**src/rtl/msup_pkg.sv**
```systemverilog
// Package: shared types for the bridge driver supervisor.
// Assumes nothing beyond IEEE 1800-2017 packages.
package msup_pkg;

    // Start-up timer phases: held off, counting, expired.
    typedef enum logic [1:0] {
        WT_OFF  = 2'd0,
        WT_WARM = 2'd1,
        WT_ON   = 2'd2
    } wake_state_t;

    // Number of single-bit supervisory flags besides the per-bridge overcurrent flags.
    localparam int unsigned MISC_FLAGS = 4;

endpackage

```
**src/rtl/msup_sync.sv**
```systemverilog
// Module: multi-bit multi-stage input synchronizer.
// Each bit is an independent asynchronous level; no bus coherency is assumed.
// On reset every stage loads RST_VAL so downstream logic sees a safe value.
module msup_sync #(
    parameter int unsigned WIDTH   = 4,
    parameter int unsigned STAGES  = 2,
    parameter logic [WIDTH-1:0] RST_VAL = '0
) (
    input  logic             clk,
    input  logic             rst_n,
    input  logic [WIDTH-1:0] d,
    output logic [WIDTH-1:0] q
);

    logic [WIDTH-1:0] chain [STAGES];

    generate
        for (genvar s = 0; s < STAGES; s++) begin : g_stage
            if (s == 0) begin : g_first
                // First stage samples the asynchronous input.
                always_ff @(posedge clk) begin
                    if (!rst_n) chain[0] <= RST_VAL;
                    else        chain[0] <= d;
                end
            end else begin : g_next
                // Later stages resolve metastability of the previous one.
                always_ff @(posedge clk) begin
                    if (!rst_n) chain[s] <= RST_VAL;
                    else        chain[s] <= chain[s-1];
                end
            end
        end
    endgenerate

    assign q = chain[STAGES-1];

    initial begin
        if (STAGES < 1) $error("msup_sync: STAGES must be at least 1");
    end

endmodule

```
**src/rtl/msup_wake_timer.sv**
```systemverilog
// Module: start-up delay timer.
// Counts WAKE_CYCLES edges while power_ok is high and then raises done.
// Any low cycle of power_ok returns it to the off phase and clears the count,
// so every wake or supply recovery pays the full delay. Assumes WAKE_CYCLES >= 1.
module msup_wake_timer
    import msup_pkg::*;
#(
    parameter int unsigned WAKE_CYCLES = 50000
) (
    input  logic clk,
    input  logic rst_n,
    input  logic power_ok,
    output logic done
);

    localparam int unsigned CW = $clog2(WAKE_CYCLES + 1);
    localparam logic [CW-1:0] LAST = CW'(WAKE_CYCLES);

    wake_state_t   state;
    logic [CW-1:0] cnt;

    // Phase and count update: restart on loss of power, advance otherwise.
    always_ff @(posedge clk) begin
        if (!rst_n) begin
            state <= WT_OFF;
            cnt   <= '0;
        end else if (!power_ok) begin
            state <= WT_OFF;
            cnt   <= '0;
        end else begin
            case (state)
                WT_OFF: begin
                    cnt   <= CW'(1);
                    state <= (LAST == CW'(1)) ? WT_ON : WT_WARM;
                end
                WT_WARM: begin
                    cnt   <= cnt + CW'(1);
                    state <= (cnt + CW'(1) == LAST) ? WT_ON : WT_WARM;
                end
                WT_ON:   state <= WT_ON;
                default: state <= WT_OFF;
            endcase
        end
    end

    assign done = (state == WT_ON);

    // the count never runs past the configured delay.
    p_count_bound_r6: assert property (@(posedge clk) disable iff (!rst_n)
        cnt <= LAST);

    // loss of power always ends an expired or running delay.
    p_restart_r6: assert property (@(posedge clk) disable iff (!rst_n)
        !power_ok |=> !done);

    // done can only appear after power was good on the previous edge.
    p_done_needs_power_r6: assert property (@(posedge clk) disable iff (!rst_n)
        $rose(done) |-> $past(power_ok));

endmodule

```
**src/rtl/msup_ocp_latch.sv**
```systemverilog
// Module: per-bridge overcurrent fault latch.
// A flag seen while power is good sets that bridge's bit. Only loss of power
// (sleep or supply undervoltage) clears the bit. The inputs are already synchronous.
module msup_ocp_latch #(
    parameter int unsigned NUM_BRIDGES = 2
) (
    input  logic                   clk,
    input  logic                   rst_n,
    input  logic                   power_ok,
    input  logic [NUM_BRIDGES-1:0] ocp_sync,
    output logic [NUM_BRIDGES-1:0] latched
);

    generate
        for (genvar b = 0; b < NUM_BRIDGES; b++) begin : g_bridge
            // Set on overcurrent, hold until power is removed.
            always_ff @(posedge clk) begin
                if (!rst_n)           latched[b] <= 1'b0;
                else if (!power_ok)   latched[b] <= 1'b0;
                else if (ocp_sync[b]) latched[b] <= 1'b1;
            end

            // an overcurrent seen with power good is held on the next edge.
            p_ocp_set_r2: assert property (@(posedge clk) disable iff (!rst_n)
                (power_ok && ocp_sync[b]) |=> latched[b]);

            // a held fault survives as long as power stays good.
            p_ocp_hold_r3: assert property (@(posedge clk) disable iff (!rst_n)
                (latched[b] && power_ok) |=> latched[b]);

            // loss of power releases the latch.
            p_ocp_clear_r3: assert property (@(posedge clk) disable iff (!rst_n)
                !power_ok |=> !latched[b]);
        end
    endgenerate

endmodule

```
**src/rtl/msup_supervisor.sv**
```systemverilog
// Module: bridge driver fault and sleep supervisor (top).
// Synchronizes all flags, latches overcurrent per bridge, runs the start-up
// delay after wake or supply recovery, and combines everything into one
// ready / out_disable pair that gates every bridge. Fault flags are active high;
// sleep_n is active low. Assumes NUM_BRIDGES >= 1, SYNC_STAGES >= 1, WAKE_CYCLES >= 1.
module msup_supervisor
    import msup_pkg::*;
#(
    parameter int unsigned NUM_BRIDGES = 2,
    parameter int unsigned SYNC_STAGES = 2,
    parameter int unsigned WAKE_CYCLES = 50000
) (
    input  logic                   clk,
    input  logic                   rst_n,
    input  logic                   sleep_n,
    input  logic                   vbb_uv,
    input  logic                   vcp_uv,
    input  logic                   over_temp,
    input  logic [NUM_BRIDGES-1:0] ocp_flag,
    output logic                   out_disable,
    output logic [NUM_BRIDGES-1:0] ocp_latched,
    output logic                   ready
);

    localparam int unsigned SW = MISC_FLAGS + NUM_BRIDGES;
    // Safe reset view: asleep, supply low, no other faults.
    localparam logic [SW-1:0] SYNC_RST = {1'b0, 1'b1, 1'b0, 1'b0, {NUM_BRIDGES{1'b0}}};

    logic [SW-1:0]          raw_in;
    logic [SW-1:0]          sync_q;
    logic                   s_sleep_n;
    logic                   s_vbb_uv;
    logic                   s_vcp_uv;
    logic                   s_over_temp;
    logic [NUM_BRIDGES-1:0] s_ocp;
    logic                   power_ok;
    logic                   wake_done;
    logic                   soft_fault;
    logic                   hard_fault;

    assign raw_in = {sleep_n, vbb_uv, vcp_uv, over_temp, ocp_flag};

    msup_sync #(
        .WIDTH  (SW),
        .STAGES (SYNC_STAGES),
        .RST_VAL(SYNC_RST)
    ) u_sync (
        .clk  (clk),
        .rst_n(rst_n),
        .d    (raw_in),
        .q    (sync_q)
    );

    // Unpack the synchronized flags.
    always_comb begin
        s_sleep_n   = sync_q[SW-1];
        s_vbb_uv    = sync_q[SW-2];
        s_vcp_uv    = sync_q[SW-3];
        s_over_temp = sync_q[SW-4];
        s_ocp       = sync_q[NUM_BRIDGES-1:0];
    end

    // Power is good when awake and the load supply is above its threshold.
    assign power_ok = s_sleep_n && !s_vbb_uv;

    msup_wake_timer #(
        .WAKE_CYCLES(WAKE_CYCLES)
    ) u_wake (
        .clk     (clk),
        .rst_n   (rst_n),
        .power_ok(power_ok),
        .done    (wake_done)
    );

    msup_ocp_latch #(
        .NUM_BRIDGES(NUM_BRIDGES)
    ) u_ocp (
        .clk     (clk),
        .rst_n   (rst_n),
        .power_ok(power_ok),
        .ocp_sync(s_ocp),
        .latched (ocp_latched)
    );

    // Fault classes: self-clearing conditions and overcurrent (live or held).
    always_comb begin
        soft_fault = s_vcp_uv || s_over_temp;
        hard_fault = (|s_ocp) || (|ocp_latched);
    end

    // Final gate shared by every bridge.
    always_comb begin
        ready       = power_ok && wake_done && !soft_fault && !hard_fault;
        out_disable = !ready;
    end

    // loss of power is never followed by drive on the next edge.
    p_power_loss_r5: assert property (@(posedge clk) disable iff (!rst_n)
        !power_ok |=> !ready);

    // a held overcurrent keeps drive off.
    p_latch_blocks_r3: assert property (@(posedge clk) disable iff (!rst_n)
        (|ocp_latched) |-> out_disable);

    // drive can only start after power was already good one edge earlier.
    p_ready_rise_r7: assert property (@(posedge clk) disable iff (!rst_n)
        $rose(ready) |-> $past(power_ok));

    initial begin
        if (NUM_BRIDGES < 1) $error("msup_supervisor: NUM_BRIDGES must be at least 1");
        if (WAKE_CYCLES < 1) $error("msup_supervisor: WAKE_CYCLES must be at least 1");
    end

endmodule

```
**config.mk**
```make
export PLATFORM = sky130hd
export DESIGN_NAME = msup_supervisor
export DESIGN_NICKNAME = d
export VERILOG_FILES = /design/src/rtl/msup_pkg.sv /design/src/rtl/msup_sync.sv /design/src/rtl/msup_wake_timer.sv /design/src/rtl/msup_ocp_latch.sv /design/src/rtl/msup_supervisor.sv
export SDC_FILE = /design/constraint.sdc
export NUM_CORES = 1
export LEC_CHECK = 0
export ABC_CLOCK_PERIOD_IN_PS = 3300
export BUFFER_PORTS_ARGS = -buffer_cell sky130_fd_sc_hd__buf_2
export CAP_MARGIN = 20
export CORE_MARGIN = 2
export CORE_UTILIZATION = 26
export CTS_BUF_LIST = sky130_fd_sc_hd__clkbuf_4 sky130_fd_sc_hd__clkbuf_8 sky130_fd_sc_hd__clkbuf_16
export CTS_CLUSTER_SIZE = 28
export DETAILED_ROUTE_END_ITERATION = 7
export PLACE_DENSITY = 0.39
export SLEW_MARGIN = 20
export SYNTH_ARGS = -nofsm -noshare
export SYNTH_HDL_FRONTEND = slang
export SYNTH_SLANG_ARGS = --single-unit
export TNS_END_PERCENT = 30
```
**constraint.sdc**
```tcl
create_clock -name clk -period 3.3 [get_ports clk]
set_input_delay 0.66 -clock clk [delete_from_list [all_inputs] [get_ports clk]]
set_output_delay 0.66 -clock clk [all_outputs]
set_load 0.03 [all_outputs]
```
==> out/metrics.yaml, run 1 <==
outcome:
  run_status: "completed"
global_route:
  gr-usage-all-layers: 0.121
  number_of_antenna_violations_at_the_first_check_in_global_routing: 0
  gr-total-overflow: 0
  grt_max_degree: 21
  grt_pass1_wl_um: 6020
  first_global_vias: 1237
timing:
  finalSetupViolCount: 0
  fin_setup_tns_ns: 0
  maxSlewHeadroom: 0.539
  final_worst_setup_slack_ns: 0.936
  final_period_minus_worst_setup_slack_ns: 2.36
  final_hold_viol_count: 0
  layout_worst_path_cycle_share: 0.716
  unrepaired_setup_endpoints_after_global_routing: "false"
  fmax_mhz: 423
  timing.final.max_slew_violations: 0
  fin_worst_skew_ns: 0.00305
  tightest_slew_ns: 0.689
synthesis:
  synth_seq_area_share: 0.421
  synthCells: 188
  syn-num-nets: 197
  postSynth.topFlopCell: "sky130_fd_sc_hd__dfxtp_1"
  total_number_of_yosys_warnings: 0
  ys_types: 36
  synth_area_um2: 1520
  synthArstFlopShare: 0
  yosys-top-cells-area: "sky130_fd_sc_hd__dfxtp_1 42%, sky130_fd_sc_hd__nor2_1 6.7%, sky130_fd_sc_hd__a21oi_1 6.3%"
  netlist.top_cell.by_area: "sky130_fd_sc_hd__dfxtp_1"
  syn_avg_cell_area_um2: 8.09
  ys_seq_elements: 32
  number_of_synthesized_flops_with_an_enable_pin: 0
  synth_top_area_share: 0.421
min_path:
  timing.hold.worst_path_depth: 1
  hp-class: "reg2reg"
  min-delay-start: "u_sync.chain[0][4]$_SDFF_PN1_"
drt:
  detail-route-antenna-nets: 0
  drt_first_iter_violations: 83
  routed-via-count: 1335
  pre_antenna_drt_iters: 4
  drc: 0
  route.detailed.vias_per_inst: 4.98
  routedWlPerCell_um: 13.3
  routed_wl_um: 3550
clocking:
  cts_setup_buffers: 0
  cts_hold_buf: 0
  clock_latency_ns: 0.29
  cts.sinks: 32
  ctsHtreeMaxLevel: 2
  post_cts.resized_instances: 0
  clock_path_buffers: 2
  cts_root_buffer: "sky130_fd_sc_hd__clkbuf_8"
  clk_pin_slew_ns: 0.08
  cts-buffers-inserted: 5
  clock_tree_from_tritoncts: "built"
finish:
  final-instance-count-excl-fill: 268
  areaGrowthSynthToFinish_pct: 12.7
  layout_common_cells: "32 x sky130_fd_sc_hd__dfxtp_1, 27 x sky130_fd_sc_hd__nor2_1, 19 x sky130_fd_sc_hd__a21oi_1"
  fin_nets: 204
  layout-drive-gt1-share: 0.143
  finalInstanceArea_um2: 1720
  num_antenna_cells: 0
  fillerInstances: 612
  layout.cells.most_common: "sky130_fd_sc_hd__dfxtp_1"
worst_setup_path:
  crit_slowest_cell: "sky130_fd_sc_hd__dfxtp_1"
  critical_path_cell_count: 4
  critical-path-top-delay-family: "flip-flops"
  worst_setup_path_start_kind: "register"
  timing.critical_path.buf_inv: 2
  critPathLaunch: "u_wake.state[1]$_SDFF_PN0_"
  worst-endpoint-arrival_ns: 1.70
  biggest_cell_delay_along_the_critical_path_ns: 0.76
  r2r_start: "u_wake.cnt[0]$_SDFFE_PN0P_"
  crit_required_ns: 2.64
  worst-path-max-fanout: 20
  worstPathCellList: "nor2b_1 -> nand4_1 -> inv_1 -> buf_2"
  path_class: "reg2out"
  reg2regPathDepth: 6
  worstSetupEndpointType: "output port"
run:
  cap_viol_max_count: 0
power:
  power_per_standard_cell_area_nw_per_um2: 466
  power.ir.vdd_worst_mv: 0.262
  p_leak_nw: 0.609
  post-layout-total-power_uw: 800
die:
  die_area_um2: 6480
  fp.coreArea_um2: 5570
  floorplan.die.height_um: 80.5
  die_w_um: 80.5
  initial_utilization: 0.273
  i_o_pin_count: 12
  fp-row-count: 27
placed_design:
  place_congestion: 0.831
  dpl_worst_slack_ns: 1.18
  hpwl_um: 2430
  place.detailed.instances: 260
  place_area_um2: 1600
  port_buffers: 11
==> Yosys cell counts (3+ instances only) <==
library cell / count
sky130_fd_sc_hd__a21oi_1: 19
sky130_fd_sc_hd__dfxtp_1: 32
sky130_fd_sc_hd__xnor2_1: 3
sky130_fd_sc_hd__clkbuf_1: 8
sky130_fd_sc_hd__nand2b_1: 3
sky130_fd_sc_hd__nand2_1: 10
sky130_fd_sc_hd__nand4_1: 8
sky130_fd_sc_hd__nor2_1: 27
sky130_fd_sc_hd__and3_1: 3
sky130_fd_sc_hd__nor2b_1: 4
sky130_fd_sc_hd__and2_1: 10
sky130_fd_sc_hd__nand3_1: 8
sky130_fd_sc_hd__a21o_1: 4
sky130_fd_sc_hd__inv_1: 4
sky130_fd_sc_hd__o21ai_0: 11
sky130_fd_sc_hd__nor3_1: 7
sky130_fd_sc_hd__nor4_1: 3
==> per-layer routing <==
layer / share of wire / track usage / vias up / routed length (um)
met5: 0 / 0 / - / 0
met4: 0.014 / 0.0407 / 0 / 48
met3: 0.048 / 0.0326 / 5 / 169
met2: 0.46 / 0.198 / 32 / 1630
met1: 0.48 / 0.151 / 621 / 1710
li1: - / - / 677 / -
==> per-stage QoR <==
step / hold slack (ns) / util
after floorplan: 0.386 / -
final: 0.415 / 0.308
after global routing: 0.439 / 0.308
after detailed placement: 0.400 / 0.287
after global placement: 0.393 / 0.287
after CTS: 0.418 / 0.308
==> cell type report <==
| type | instances | area [um^2] | area share |
|---|---|---|---|
| Clock buffer | 5 | 68.8 | 0.0401 |
| Clock inverter | 3 | 46.3 | 0.0270 |
| Inverter | 4 | 15.0 | 0.00875 |
| Multi-Input combinational cell | 141 | 800 | 0.466 |
| Sequential cell | 32 | 641 | 0.373 |
| Tap cell | 72 | 90.1 | 0.0525 |
| Timing Repair Buffer | 11 | 55.1 | 0.0321 |
==> cells by family (layout without fill, tap and decap cells) <==
| kind of cell | after synthesis | in the layout | synth area share |
|---|---|---|---|
| xor gates and xnor gates | 3 | 3 | 0.0173 |
| DFF | 32 | 32 | 0.421 |
| and+or+nand+nor | 95 | 95 | 0.339 |
| adders and majority gates | 1 | 1 | 0.00822 |
| AOI/OAI and AO/OA | 42 | 42 | 0.161 |
| buffers and inverters | 15 | 23 | 0.0534 |
==> registers in the layout (all words and copies together) (netlist names) <==
name	flops
u_wake.state	2
u_ocp.latched	2
u_sync.chain	12
u_wake.cnt	16
==> final timing paths <==
path                                    to  slack (ns)
max                                  ready        0.94
min          u_sync.chain[1][4]$_SDFF_PN1_        0.41
max reg2reg     u_wake.state[0]$_SDFF_PN0_        1.15
min reg2reg  u_sync.chain[1][4]$_SDFF_PN1_        0.41
==> power breakdown <==
group,switching [mW],internal (mW)
clock,0.164,0.227
sequential,0.00191,0.393
combinational,0.00631,0.00750
total,0.172,0.628
No activity file was read; power rests on OpenSTA's default activity.
==> run 2: changes to the inputs <==
Settings changed: ABC_AREA set to 1, ABC_CLOCK_PERIOD_IN_PS 3300 to 2400.
Clock period 3.3 ns to 2.4 ns, I/O delays scaled along.
==> out/metrics.yaml, run 2 <==
die:
  fp.coreArea_um2: 5570  # unchanged
  die_w_um: 80.3  # was 80.5 um
  initial_utilization: 0.272  # was 0.273
  i_o_pin_count: 12  # unchanged
  die_area_um2: 6450  # was 6480 um^2
  fp-row-count: 27  # unchanged
  floorplan.die.height_um: 80.3  # was 80.5 um
placed_design:
  place_area_um2: 1670  # was 1600 um^2
  place_congestion: 0.751  # was 0.831
  hpwl_um: 2450  # was 2430 um
  port_buffers: 11  # unchanged
  dpl_worst_slack_ns: 0.624  # was 1.18 ns
synthesis:
  leading_cell_type_by_number_of_instances_after_synthesis: "sky130_fd_sc_hd__nand2_1"  # was sky130_fd_sc_hd__dfxtp_1
  number_of_synthesized_flops_with_an_enable_pin: 0  # unchanged
  synth_seq_area_share: 0.423  # was 0.421
  ys_seq_elements: 32  # unchanged
  syn-num-nets: 234  # was 197
  yosys-top-cells-area: "sky130_fd_sc_hd__dfxtp_1 42%, sky130_fd_sc_hd__nand2_1 19%, sky130_fd_sc_hd__inv_1 8.4%"  # was sky130_fd_sc_hd__dfxtp_1 42%, sky130_fd_sc_hd__nor2_1 6.7%, sky130_fd_sc_hd__a21oi_1 6.3%
  synthArstFlopShare: 0  # unchanged
  synth_top_area_share: 0.423  # was 0.421
  synthCells: 225  # was 188
  postSynth.topFlopCell: "sky130_fd_sc_hd__dfxtp_1"  # unchanged
  ys_types: 20  # was 36
  netlist.top_cell.by_area: "sky130_fd_sc_hd__dfxtp_1"  # unchanged
  syn_avg_cell_area_um2: 6.73  # was 8.09 um^2
  synth_area_um2: 1510  # was 1520 um^2
  total_number_of_yosys_warnings: 0  # unchanged
  netlist_top_cells_count: "76 x sky130_fd_sc_hd__nand2_1, 34 x sky130_fd_sc_hd__inv_1, 32 x sky130_fd_sc_hd__dfxtp_1"  # was 32 x sky130_fd_sc_hd__dfxtp_1, 27 x sky130_fd_sc_hd__nor2_1, 19 x sky130_fd_sc_hd__a21oi_1
clocking:
  clock_tree_from_tritoncts: "built"  # unchanged
  cts-buffers-inserted: 5  # unchanged
  cts_hold_buf: 0  # unchanged
  clock_latency_ns: 0.28  # was 0.29 ns
  clk_pin_slew_ns: 0.08  # about the same
  cts.sinks: 32  # unchanged
  cts_root_buffer: "sky130_fd_sc_hd__clkbuf_8"  # unchanged
  post_cts.resized_instances: 0  # unchanged
  cts_setup_buffers: 0  # unchanged
  clock_path_buffers: 2  # unchanged
  ctsHtreeMaxLevel: 2  # unchanged
power:
  power_per_standard_cell_area_nw_per_um2: 619  # was 466 nW/um^2
  post-layout-total-power_mw: 1.11  # was 800 uW
  power.ir.vdd_worst_mv: 0.299  # was 0.262 mV
  p_leak_nw: 0.735  # was 0.609 nW
timing:
  final_worst_setup_slack_ns: 0.597  # was 0.936 ns
  tightest_slew_ns: 0.319  # was 0.689 ns
  fin_worst_skew_ns: 0.00268  # was 0.00305 ns
  fin_setup_tns_ns: 0  # unchanged
  maxSlewHeadroom: 0.787  # was 0.539
  finalSetupViolCount: 0  # unchanged
  fmax_mhz: 555
  timing.final.max_slew_violations: 0  # unchanged
  final_period_minus_worst_setup_slack_ns: 1.80
  final_hold_viol_count: 0  # unchanged
  unrepaired_setup_endpoints_after_global_routing: "false"  # unchanged
  layout_worst_path_cycle_share: 0.751
drt:
  drc: 0  # unchanged
  drt_first_iter_violations: 46  # was 83
  detail-route-antenna-nets: 0  # unchanged
  pre_antenna_drt_iters: 4  # unchanged
  routed_wl_um: 3440  # was 3550 um
  routedWlPerCell_um: 10.9  # was 13.3 um
  routed-via-count: 1338  # was 1,335
  route.detailed.vias_per_inst: 4.26  # was 4.98
global_route:
  gr-total-overflow: 0  # unchanged
  first_global_vias: 1238  # was 1,237
  grt_max_degree: 18  # was 21
  number_of_antenna_violations_at_the_first_check_in_global_routing: 0  # unchanged
  grt_pass1_wl_um: 5840  # was 6020 um
  gr-usage-all-layers: 0.123  # was 0.121
finish:
  finalInstanceArea_um2: 1780  # was 1720 um^2
  final_core_utilization: 0.320  # was 0.308
  layout_common_cells: "76 x sky130_fd_sc_hd__nand2_1, 34 x sky130_fd_sc_hd__inv_1, 32 x sky130_fd_sc_hd__dfxtp_1"  # was 32 x sky130_fd_sc_hd__dfxtp_1, 27 x sky130_fd_sc_hd__nor2_1, 19 x sky130_fd_sc_hd__a21oi_1
  fillerInstances: 628  # was 612
  layout.cells.most_common: "sky130_fd_sc_hd__nand2_1"  # was sky130_fd_sc_hd__dfxtp_1
  fin_nets: 250  # was 204
  max_ffs_per_register: 16  # unchanged
  regMostFlops: "u_wake.cnt"  # unchanged
  reg.largest.list: "u_wake.cnt x16, u_sync.chain x12"  # unchanged
  areaGrowthSynthToFinish_pct: 17.9  # was 12.7%
  num_antenna_cells: 0  # unchanged
  layout-drive-gt1-share: 0.140  # was 0.143
worst_setup_path:
  worst-path-max-fanout: 2  # was 20
  worst-endpoint-arrival_ns: 1.32  # was 1.70 ns
  critical_path_cell_count: 5  # was 4
  worst_setup_path_start_kind: "register"  # unchanged
  worstSetupEndpointType: "output port"  # unchanged
  timing.critical_path.buf_inv: 2  # unchanged
  crit_required_ns: 1.92  # was 2.64 ns
  path_class: "reg2out"  # unchanged
  worstPathCellList: "inv_1 -> nor2_1 -> nand3_1 -> nor4_2 -> buf_2"  # was nor2b_1 -> nand4_1 -> inv_1 -> buf_2
  timing.reg2reg.setup_slack_ns: 0.61  # was 1.15 ns
  critPathLaunch: "u_wake.state[1]$_SDFF_PN0_"  # unchanged
  biggest_cell_delay_along_the_critical_path_ns: 0.33  # was 0.76 ns
  critical-path-top-delay-family: "simple AND/OR/NAND/NOR gates"  # was flip-flops
  worstReg2RegEnd: "u_wake.state[1]$_SDFF_PN0_"  # was u_wake.state[0]$_SDFF_PN0_
  crit_slowest_cell: "sky130_fd_sc_hd__dfxtp_1"  # unchanged
  reg2regPathDepth: 11  # was 6
  crit_end: "ready"  # unchanged
  r2r_start: "u_wake.cnt[0]$_SDFFE_PN0P_"  # unchanged
outcome:
  run_status: "completed"  # unchanged
min_path:
  hp-class: "in2reg"  # was reg2reg
  min-delay-start: "vbb_uv"  # was u_sync.chain[0][4]$_SDFF_PN1_
run:
  cap_viol_max_count: 0  # unchanged
==> run 2: cell types whose count changed in the layout (fill, tap and decap cells not counted), moves of 4 or more <==
cell,before,now
sky130_fd_sc_hd__a21o_1,4,0
sky130_fd_sc_hd__and2_1,10,0
sky130_fd_sc_hd__inv_1,4,34
sky130_fd_sc_hd__nand2_1,10,76
sky130_fd_sc_hd__nand3_1,8,16
sky130_fd_sc_hd__nor2_1,27,16
sky130_fd_sc_hd__nor2_2,0,4
sky130_fd_sc_hd__nor2b_1,4,0
sky130_fd_sc_hd__nor3_1,7,0
sky130_fd_sc_hd__o21ai_0,11,5
==> run 2: layout make-up <==
type	instances	area, um^2	share of cell area
tap	72	90.1	0.0505
clock inverter	3	46.3	0.0259
inverter	34	128	0.0715
sequential	32	641	0.359
clock buffer	5	68.8	0.0386
multi-input combinational	154	733	0.411
timing repair buffer	14	77.6	0.0435
==> run 2: how the worst min path moves through the flow <==
| stage | to | cells after the start |
|---|---|---|
| 2_1_floorplan | u_sync.chain[1][4]$_SDFF_PN1_ | 2 |
| 3_3_place_gp | u_sync.chain[1][4]$_SDFF_PN1_ | 2 |
| 3_5_place_dp | u_sync.chain[1][4]$_SDFF_PN1_ | 2 |
| 4_1_cts | u_sync.chain[0][4]$_SDFF_PN1_ | 3 |
| 5_1_grt | u_sync.chain[0][0]$_SDFF_PN0_ | 3 |
| 6_report | u_sync.chain[0][4]$_SDFF_PN1_ | 3 |
==> run 2: power by group <==
| part | switching [mW] | total (mW) | internal, mW |
|---|---|---|---|
| Combinational | 0.0104 | 0.0184 | 0.00801 |
| Sequential | 0.00242 | 0.542 | 0.540 |
| Clock | 0.232 | 0.544 | 0.313 |
| Total | 0.244 | 1.11 | 0.861 |
==> run 2: logic make-up after synthesis <==
kind of cell / share of synthesized area
simple gates: 0.373
flops: 0.423
buf+inv: 0.0967
xor+xnor: 0.0116
compound gates: 0.0876
fa+ha+maj: 0.00826
==> run 2: metal layers <==
metal | routed length (um) | vias up | part of all wire | track usage
met4 | 27 | 0 | 0.0079 | 0.0508
met3 | 97 | 2 | 0.028 | 0.0404
met1 | 1610 | 588 | 0.47 | 0.142
li1 | - | 730 | - | -
met5 | 0 | - | 0 | 0
met2 | 1700 | 18 | 0.50 | 0.208
==> run 2: worst reg2reg max path, cell delays in order (launching register included) <==
cell and delay (ns):
sky130_fd_sc_hd__dfxtp_1 0.44, sky130_fd_sc_hd__ha_1 0.23, sky130_fd_sc_hd__nand3_1 0.14, sky130_fd_sc_hd__nor2_4 0.20, sky130_fd_sc_hd__nand2_1 0.07, sky130_fd_sc_hd__nand2_1 0.09, sky130_fd_sc_hd__nand2_1 0.06, sky130_fd_sc_hd__nor2_1 0.10
sky130_fd_sc_hd__nand2_1 0.07, sky130_fd_sc_hd__nor2_2 0.11, sky130_fd_sc_hd__nand3_1 0.09, sky130_fd_sc_hd__a21oi_1 0.13
==> run 2: metrics by stage <==
| stage | std cells | hold slack [ns] |
|---|---|---|
| after floorplan | 225 | 0.380 |
| after global placement | 306 | 0.385 |
| after detailed placement | 306 | 0.390 |
| final | 314 | 0.357 |
| after CTS | 314 | 0.343 |
| after global routing | 314 | 0.353 |
==> run 3: changes to the inputs <==
Settings changed: ABC_CLOCK_PERIOD_IN_PS 2400 to 1500, PLACE_DENSITY 0.39 to 0.4.
Clock period 2.4 ns to 1.5 ns, I/O delays scaled along.
==> out/metrics.yaml, run 3 (synthesis gave the netlist of run 2 again) <==
clocking:
  clock_path_buffers: 2  # unchanged
  clock_latency_ns: 0.28  # about the same
  clock_tree_from_tritoncts: "built"  # unchanged
  cts.sinks: 32  # unchanged
  cts_root_buffer: "sky130_fd_sc_hd__clkbuf_8"  # unchanged
  cts_hold_buf: 0  # unchanged
  ctsHtreeMaxLevel: 2  # unchanged
  clk_pin_slew_ns: 0.07  # was 0.08 ns
  cts-buffers-inserted: 5  # unchanged
worst_setup_path:
  crit_required_ns: 1.66  # was 1.92 ns
  worst-path-max-fanout: 6  # was 2
  r2r_start: "u_wake.cnt[1]$_SDFFE_PN0P_"  # was u_wake.cnt[0]$_SDFFE_PN0P_
  worst_setup_path_start_kind: "register"  # unchanged
  worstSetupEndpointType: "register"  # was output port
  path_class: "reg2reg"  # was reg2out
  reg2regPathDepth: 12  # was 11
  timing.reg2reg.setup_slack_ns: -0.04  # was 0.61 ns
  worst-endpoint-arrival_ns: 1.70  # was 1.32 ns
  worstReg2RegEnd: "u_wake.state[0]$_SDFF_PN0_"  # was u_wake.state[1]$_SDFF_PN0_
drt:
  route.detailed.vias_per_inst: 4.12  # was 4.26
  routedWlPerCell_um: 10.6  # was 10.9 um
  dr_wl_met2_um: 1710  # was 1700 um
  drt_first_iter_violations: 42  # was 46
  routed_wl_um: 3630  # was 3440 um
  routed-via-count: 1408  # was 1,338
  drc: 0  # unchanged
  pre_antenna_drt_iters: 4  # unchanged
  routed.top_layer: "met4"  # unchanged
  wl_met1_um: 1780  # was 1610 um
  detail-route-antenna-nets: 0  # unchanged
  routed-wl-met3_um: 99  # was 97 um
timing:
  tightest_slew_ns: 0.310  # was 0.319 ns
  finalSetupViolCount: 4  # was 0
  final_period_minus_worst_setup_slack_ns: 1.54
  final_hold_viol_count: 0  # unchanged
  fin_worst_skew_ns: 0.00691  # was 0.00268 ns
  layout_worst_path_cycle_share: 1.03
  unrepaired_setup_endpoints_after_global_routing: "true"  # was false
  fmax_mhz: 650
  maxSlewHeadroom: 0.793  # was 0.787
  final_worst_setup_slack_ns: -0.0381  # was 0.597 ns
  timing.final.max_slew_violations: 0  # unchanged
finish:
  regMostFlops: "u_wake.cnt"  # unchanged
  multi_input_comb_area_um2: 811  # was 733 um^2
  areaGrowthSynthToFinish_pct: 38.1  # was 17.9%
  reg.largest.list: "u_wake.cnt x16, u_sync.chain x12"  # unchanged
  num_antenna_cells: 0  # unchanged
  fillerInstances: 605  # was 628
  max_ffs_per_register: 16  # unchanged
  final-instance-count-excl-fill: 342  # was 314
  layout-drive-gt1-share: 0.307  # was 0.140
  final_core_utilization: 0.375  # was 0.320
  layout.area.seq_um2: 654  # was 641 um^2
  layout_common_cells: "75 x sky130_fd_sc_hd__nand2_1, 32 x sky130_fd_sc_hd__buf_4, 31 x sky130_fd_sc_hd__inv_1"  # was 76 x sky130_fd_sc_hd__nand2_1, 34 x sky130_fd_sc_hd__inv_1, 32 x sky130_fd_sc_hd__dfxtp_1
  layout.cells.most_common: "sky130_fd_sc_hd__nand2_1"  # unchanged
  finalInstanceArea_um2: 2090  # was 1780 um^2
  fin_nets: 278  # was 250
global_route:
  gr-usage-all-layers: 0.130  # was 0.123
  grt_max_degree: 18  # unchanged
  grt_pass1_wl_um: 6420  # was 5840 um
  number_of_antenna_violations_at_the_first_check_in_global_routing: 0  # unchanged
  first_global_vias: 1398  # was 1,238
  gr-total-overflow: 0  # unchanged
outcome:
  violations: "setup timing"
  run_status: "finished, violations left"  # was completed
die:
  floorplan.die.height_um: 80.3  # unchanged
  fp-row-count: 27  # unchanged
  initial_utilization: 0.272  # unchanged
  i_o_pin_count: 12  # unchanged
  die_area_um2: 6450  # unchanged
  fp.coreArea_um2: 5570  # unchanged
  die_w_um: 80.3  # unchanged
power:
  post-layout-total-power_mw: 1.74  # was 1.11 mW
  power.ir.vdd_worst_mv: 0.348  # was 0.299 mV
  power_per_standard_cell_area_nw_per_um2: 832  # was 619 nW/um^2
  p_leak_nw: 0.886  # was 0.735 nW
placed_design:
  place.detailed.instances: 333  # was 306
  port_buffers: 11  # unchanged
  place_congestion: 0.708  # was 0.751
  hpwl_um: 2700  # was 2450 um
  place_area_um2: 1890  # was 1670 um^2
min_path:
  min-delay-start: "vbb_uv"  # unchanged
  worst_hold_path.endpoint: "u_sync.chain[0][4]$_SDFF_PN1_"  # unchanged
  hp-class: "in2reg"  # unchanged
  timing.hold.worst_path_depth: 3  # unchanged
run:
  cap_viol_max_count: 0  # unchanged
## run 3: cell types whose count changed in the layout (fill, tap and decap cells not counted), moves of 3 or more
cell,delta
sky130_fd_sc_hd__inv_1,-3
sky130_fd_sc_hd__dfxtp_2,+5
sky130_fd_sc_hd__buf_4,+29
sky130_fd_sc_hd__nor2_1,-4
sky130_fd_sc_hd__inv_2,+3
sky130_fd_sc_hd__nand3_1,-4
sky130_fd_sc_hd__nand3_2,+3
sky130_fd_sc_hd__dfxtp_1,-7
## run 3: routing by layer
layer	GRT usage	up-vias
met2	0.219	16
met1	0.163	601
li1	-	787
met4	0.0407	0
met5	0	-
met3	0.0315	4
## run 3: area by class of cell
cell class                 count  area share
multi-input combinational    154       0.388
timing repair buffer          42       0.142
clock inverter                 3      0.0203
clock buffer                   5      0.0329
tap                           72      0.0431
inverter                      34      0.0610
sequential                    32       0.313
## run 3: how the worst max path moves through the flow
| stage | from | endpoint | cells after the start |
|---|---|---|---|
| 2_1_floorplan | u_wake.state[1]$_SDFF_PN0_ | out_disable | 6 |
| 3_3_place_gp | u_wake.cnt[1]$_SDFFE_PN0P_ | u_wake.state[0]$_SDFF_PN0_ | 12 |
| 3_5_place_dp | u_wake.cnt[1]$_SDFFE_PN0P_ | u_wake.state[0]$_SDFF_PN0_ | 12 |
| 4_1_cts | u_wake.cnt[1]$_SDFFE_PN0P_ | u_wake.state[0]$_SDFF_PN0_ | 12 |
| 5_1_grt | u_wake.cnt[1]$_SDFFE_PN0P_ | u_wake.state[0]$_SDFF_PN0_ | 12 |
| 6_report | u_wake.cnt[1]$_SDFFE_PN0P_ | u_wake.state[0]$_SDFF_PN0_ | 12 |
## run 3: timing repair
item | CTS | global route
endpoints found under the setup margin | 5 | 5
pin swaps | 13 | 2
resized for setup | 24 | 3
setup buffers | 1 | 0
gates cloned | 0 | 0
## run 3: per-stage QoR
| step | hold slack [ns] | setup TNS, ns | setup slack (ns) |
|---|---|---|---|
| 2_1_floorplan | 0.380 | -0.280 | -0.137 |
| 3_3_place_gp | 0.384 | -0.327 | -0.141 |
| 3_5_place_dp | 0.395 | -0.398 | -0.156 |
| 4_1_cts | 0.177 | -0.225 | -0.0630 |
| 5_1_grt | 0.188 | -0.771 | -0.247 |
| 6_report | 0.186 | -0.120 | -0.0381 |
## run 3: where the power goes
group / internal (mW) / total (mW) / switching, mW
sequential: 0.861 / 0.866 / 0.00506
combinational: 0.0159 / 0.0340 / 0.0181
clock: 0.492 / 0.840 / 0.348
## run 3: worst max-delay path: stages, from the launching register on
cell                      delay [ns]
sky130_fd_sc_hd__dfxtp_4        0.37
sky130_fd_sc_hd__ha_4           0.15
sky130_fd_sc_hd__nand3_4        0.07
sky130_fd_sc_hd__nor2_4         0.18
sky130_fd_sc_hd__nand2_1        0.08
sky130_fd_sc_hd__nand2_1        0.08
sky130_fd_sc_hd__nand2_1        0.05
sky130_fd_sc_hd__nor2_1         0.08
sky130_fd_sc_hd__nand2_1        0.06
sky130_fd_sc_hd__nor2_2         0.13
sky130_fd_sc_hd__nand3_1        0.08
sky130_fd_sc_hd__nand2_1        0.06
sky130_fd_sc_hd__nor2_1         0.03
